### config.mk
export PLATFORM = sky130hd
export DESIGN_NAME = uSeqTop
export DESIGN_NICKNAME = d
export VERILOG_FILES = /design/src/rtl/uSeqPkg.sv /design/src/rtl/uSeqCtrl.sv /design/src/rtl/uSeqPath.sv /design/src/rtl/uSeqTop.sv
export SDC_FILE = /design/constraint.sdc
export NUM_CORES = 1
export LEC_CHECK = 0
export CORE_MARGIN = 2
export CORE_UTILIZATION = 50
export CTS_BUF_LIST = sky130_fd_sc_hd__clkbuf_4 sky130_fd_sc_hd__clkbuf_8
export DETAILED_ROUTE_END_ITERATION = 10
export PLACE_DENSITY = 0.82
export SYNTH_ARGS = -nofsm -noshare
export SYNTH_HDL_FRONTEND = slang
export SYNTH_SLANG_ARGS = --single-unit
### constraint.sdc
create_clock -name clk -period 2.58 [get_ports clk]
set_input_delay 0.516 -clock clk [delete_from_list [all_inputs] [get_ports clk]]
set_output_delay 0.516 -clock clk [all_outputs]
set_load 0.1 [all_outputs]
### src/rtl/uSeqPkg.sv
package uSeqPkg;
  localparam int OPC_W    = 3;
  localparam int LOW_W    = 3;
  localparam int COND_N   = 2;
  localparam int NUM_CMDS = 3;
  localparam int MOP_W    = $clog2(2 + 2 * COND_N);

  localparam logic [LOW_W-1:0] END_LOW = '1;

  localparam logic [MOP_W-1:0] MOP_CONT  = MOP_W'(0);
  localparam logic [MOP_W-1:0] MOP_JUMP  = MOP_W'(1);
  localparam logic [MOP_W-1:0] MOP_BIF0  = MOP_W'(2);
  localparam logic [MOP_W-1:0] MOP_BIFN0 = MOP_W'(3);
  localparam logic [MOP_W-1:0] MOP_BIF1  = MOP_W'(4);

  typedef struct packed {
    logic iwordLoad;
    logic iwordDec;
    logic bitsLoad;
    logic cntLoad;
    logic cntDec;
    logic cntMux;
    logic serLoad;
    logic serShift;
    logic tms;
    logic tck;
  } ctrlBits_t;

  localparam int CTRL_W = $bits(ctrlBits_t);

  typedef struct packed {
    logic [LOW_W-1:0] jmp;
    logic [MOP_W-1:0] mop;
    ctrlBits_t        ctrl;
  } uword_t;

  typedef struct packed {
    logic accept;
    logic illegal;
    logic advance;
  } seqStrobes_t;

  // Microprogram contents, computed per address (rows 0 and 1 shared).
  function automatic uword_t ucodeWord(input logic [OPC_W-1:0] op,
                                       input logic [LOW_W-1:0] low);
    uword_t w;
    w = '0;
    if (low == LOW_W'(0)) begin
      w.mop = MOP_CONT;
      w.ctrl.cntLoad = 1'b1;
    end else if (low == LOW_W'(1)) begin
      w.mop = MOP_BIFN0;
      w.jmp = LOW_W'(3);
    end else if (low != END_LOW) begin
      case (op)
        OPC_W'(0), OPC_W'(1): begin
          if (low == LOW_W'(2)) begin
            w.mop = MOP_JUMP; w.jmp = END_LOW;
            w.ctrl.tck = 1'b1; w.ctrl.tms = op[0];
          end else if (low == LOW_W'(3)) begin
            w.mop = MOP_JUMP; w.jmp = LOW_W'(1);
            w.ctrl.tck = 1'b1; w.ctrl.tms = op[0]; w.ctrl.cntDec = 1'b1;
          end
        end
        OPC_W'(2): begin
          if (low == LOW_W'(2)) begin
            w.mop = MOP_JUMP; w.jmp = END_LOW;
          end else if (low == LOW_W'(3)) begin
            w.mop = MOP_BIF1; w.jmp = LOW_W'(5);
          end else if (low == LOW_W'(4)) begin
            w.mop = MOP_JUMP; w.jmp = LOW_W'(1);
            w.ctrl.serShift = 1'b1; w.ctrl.tck = 1'b1; w.ctrl.cntDec = 1'b1;
          end else if (low == LOW_W'(5)) begin
            w.mop = MOP_JUMP; w.jmp = END_LOW;
            w.ctrl.serShift = 1'b1; w.ctrl.tck = 1'b1; w.ctrl.tms = 1'b1;
          end
        end
        default: ;
      endcase
    end
    return w;
  endfunction
endpackage

### src/rtl/uSeqCtrl.sv
module uSeqCtrl
  import uSeqPkg::*;
(
  input  logic             clk,
  input  logic             rstN,
  input  logic             startValid,
  input  logic [OPC_W-1:0] opcode,
  input  logic             atEnd,
  output seqStrobes_t      strb,
  output logic             busy,
  output logic             done
);
  logic running;

  always_comb begin
    done         = running && atEnd;
    strb.accept  = startValid && (!running || atEnd);
    strb.illegal = int'(opcode) >= NUM_CMDS;
    strb.advance = running && !atEnd;
    busy         = running;
  end

  always_ff @(posedge clk) begin
    if (!rstN)            running <= 1'b0;
    else if (strb.accept) running <= 1'b1;
    else if (done)        running <= 1'b0;
  end
endmodule

### src/rtl/uSeqPath.sv
module uSeqPath
  import uSeqPkg::*;
(
  input  logic              clk,
  input  logic              rstN,
  input  seqStrobes_t       strb,
  input  logic [OPC_W-1:0]  opcode,
  input  logic [COND_N-1:0] cond,
  output logic              atEnd,
  output ctrlBits_t         ctrlBits
);
  logic [OPC_W-1:0] opReg;
  logic [LOW_W-1:0] upc;
  logic [LOW_W-1:0] nextLow;
  uword_t           word;
  logic             taken;
  logic             isBranch;

  always_comb begin
    word     = ucodeWord(opReg, upc);
    ctrlBits = word.ctrl;
    atEnd    = (upc == END_LOW);
  end

  // Condition select: even codes branch on true, odd codes on false.
  always_comb begin
    taken = 1'b0;
    for (int k = 0; k < COND_N; k++) begin
      if (word.mop == MOP_W'(2 + 2 * k)) taken = cond[k];
      if (word.mop == MOP_W'(3 + 2 * k)) taken = ~cond[k];
    end
    isBranch = (word.mop >= MOP_BIF0);
    if ((word.mop == MOP_JUMP) || (isBranch && taken)) nextLow = word.jmp;
    else                                               nextLow = upc + 1'b1;
  end

  always_ff @(posedge clk) begin
    if (!rstN) begin
      opReg <= '0;
      upc   <= END_LOW;
    end else if (strb.accept) begin
      opReg <= opcode;
      upc   <= strb.illegal ? END_LOW : '0;
    end else if (strb.advance) begin
      upc <= nextLow;
    end
  end
endmodule

### src/rtl/uSeqTop.sv
module uSeqTop
  import uSeqPkg::*;
(
  input  logic              clk,
  input  logic              rstN,
  input  logic              startValid,
  input  logic [OPC_W-1:0]  opcode,
  input  logic [COND_N-1:0] cond,
  output logic [CTRL_W-1:0] ctrl,
  output logic              busy,
  output logic              done
);
  seqStrobes_t strb;
  ctrlBits_t   ctrlBits;
  logic        atEnd;

  uSeqCtrl uCtrl (
    .clk(clk), .rstN(rstN), .startValid(startValid), .opcode(opcode),
    .atEnd(atEnd), .strb(strb), .busy(busy), .done(done)
  );

  uSeqPath uPath (
    .clk(clk), .rstN(rstN), .strb(strb), .opcode(opcode), .cond(cond),
    .atEnd(atEnd), .ctrlBits(ctrlBits)
  );

  assign ctrl = busy ? ctrlBits : '0;
endmodule

==> impl_metrics.ini <==
[outcome]
status = complete, no violations

[layout]
fin_nets = 131
final_util_pct = 72.8
fillerInstances = 122
fin_area_mm2 = 0.00106
fin_cells = 129
layout_common_cells = 8 x nor2_1, 8 x ha_1, 7 x a211oi_1, 7 x clkdlybuf4s50_1
synthToLayoutAreaGrowth_pct = 40.1
drive_gt1_share_pct = 24.8
antenna-diode-count = 0

[clocking]
clk-insertion-delay-late_ps = 240
cts_setup_buffers = 0
numCtsBuffers = 3
h-tree-depth = 1
root_buffer = clkbuf_4
clk_pin_slew_ps = 50
cts_tree = done
cts.sinks = 7
clockBufferDepth = 2

[routing]
route.met2.wl_um = 894
drt_iter0_drc = 8
top_layer_used = met4
vias_per_cell = 5.65
antenna_left = 0
wl_um = 1720
drc_errors = 0
dr_wl_met3_um = 45
wl_per_cell_um = 13.3
dr.pass1.iters = 4
drt-met1-wl_um = 764
vias = 729

[worst_setup_path]
endpoint_kind = primary output
worstPathArrival_ps = 1920
critPathMaxFanout = 5
crit_type = flip-flop to primary output
cp-start-kind = flip-flop
crit_required_ps = 2060

[yosys]
synthCells = 95
synth.area.top_cells = dfxtp_1 19%, ha_1 15%, a211oi_1 7.0%, nor2b_1 5.8%, mux2i_1 5.3%
yosysWarnings = 0
synth_top_area_cell = dfxtp_1
synth_top_area_share_pct = 18.5
synth_cell_type_count = 27
synth_edf_count = 0
seq_area_frac_synth_pct = 18.5
syn_avg_cell_area_um2 = 7.96
synthArstFlopShare_pct = 0
synth_flop_cell = dfxtp_1
syn_area_um2 = 756
synth-seq-cells = 7

[sta]
setup_slack_ps = 146
tns_ps = 0
hold_viol_final = 0
slew_viol_final = 0
setup_viol = 0
fmax_ghz = 0.411
clock_skew_ps = 1.81
hold_ws_ps = 538
post-route-min-period_ps = 2430
fin_crit_sh_pct = 94.3

[die]
die_h_um = 42.9
core.rowCount = 14
ios = 20
die_x_um = 42.9
core_area_mm2 = 0.00145
initial_utilization_pct = 52.0
die-area_mm2 = 0.00184

[global_route]
grt_pass1_wl_um = 2860
grt_pass1_vias = 659
antenna_found_initial = 0
grt_max_degree = 11
grt_overflow = 0
groute.usage.overall_pct = 19.9

[placement]
port_buffers = 14
pre_cts_slack_ps = 305
place_area_mm2 = 0.00101
dp.cells = 125
dp_hpwl_um = 1400
globalplace.congestion = 0.824

[pwr]
p_total_mw = 0.638
powerDensity_mw_per_mm2 = 603
p_leak_nw = 0.423
ir_drop_mv = 0.430

[hold_path]
hold_path_class = flip-flop to flip-flop

[run]
drv_cap = 0
[registers in the layout, indices dropped and copies added, names as in the netlist]
name         cells
uPath.upc        3
uPath.opReg      3
uCtrl.busy       1
[area by class of cell]
| cell class | count | area (um^2) | share of cell area, % |
|---|---|---|---|
| clock buffer | 4 | 30.0 | 2.84 |
| sequential | 7 | 143 | 13.5 |
| inverter | 5 | 18.8 | 1.77 |
| tap | 16 | 20.0 | 1.89 |
| timing repair buffer | 15 | 205 | 19.4 |
| multi-input combinational | 82 | 642 | 60.6 |
[worst max-delay path: stages (launching register included)]
cell and delay (ps):
dfxtp_1 350, ha_1 220, ha_2 210, nor3b_2 210, nand2_1 80, o21ai_0 80
a21oi_1 120, nor3_4 210, buf_12 200
[cells by family (layout without fill, tap and decap cells)]
group,count (synthesis),after routing,share of synthesized area (%)
other,1,5,0.496
DFF,7,7,18.5
buffers and inverters,10,24,7.45
AOI/OAI and AO/OA,26,26,22.8
muxes,5,5,8.28
and+or+nand+nor,37,37,27.5
adders and majority gates,9,9,14.9
[path summary, 6_finish.rpt]
| path | end | slack (ps) | depth (start not counted) | startpoint |
|---|---|---|---|---|
| min | uPath.upc[0] | 540 | 2 | uPath.upc[0] |
| max | ctrl[5] | 150 | 8 | uPath.upc[1] |
| max reg2reg | uPath.upc[0] | 570 | 8 | uPath.upc[1] |
| min reg2reg | uPath.upc[0] | 540 | 2 | uPath.upc[0] |
[synth_stat cells, drive strengths merged, types with 3 or more instances]
| cell | instances |
|---|---|
| nor2b | 7 |
| dfxtp | 7 |
| nor3 | 4 |
| mux2i | 5 |
| nand2 | 6 |
| buf | 5 |
| o21ai | 8 |
| ha | 9 |
| a211oi | 7 |
| nor2 | 9 |
| a21o | 3 |
| a21oi | 5 |
| nor3b | 5 |
| inv | 5 |
[layer usage]
metal	up-vias	global-route usage, %
met5	-	0
met4	0	9.38
met3	2	0.851
met2	16	33.3
met1	346	26.0
li1	365	-
[what timing repair did]
action / in CTS / in global routing
hold buffers: 0 / 0
setup endpoints to repair: 0 / 4
gates resized for setup: 0 / 6
[where the power goes]
group	internal [mW]	leakage, nW	switching (mW)	total (mW)
registers	0.127	0.0579	0.0230	0.150
clock network	0.0691	0.0184	0.0343	0.103
logic	0.138	0.346	0.246	0.384
total	0.335	0.423	0.303	0.638
No activity file was read; power rests on OpenSTA's default activity.
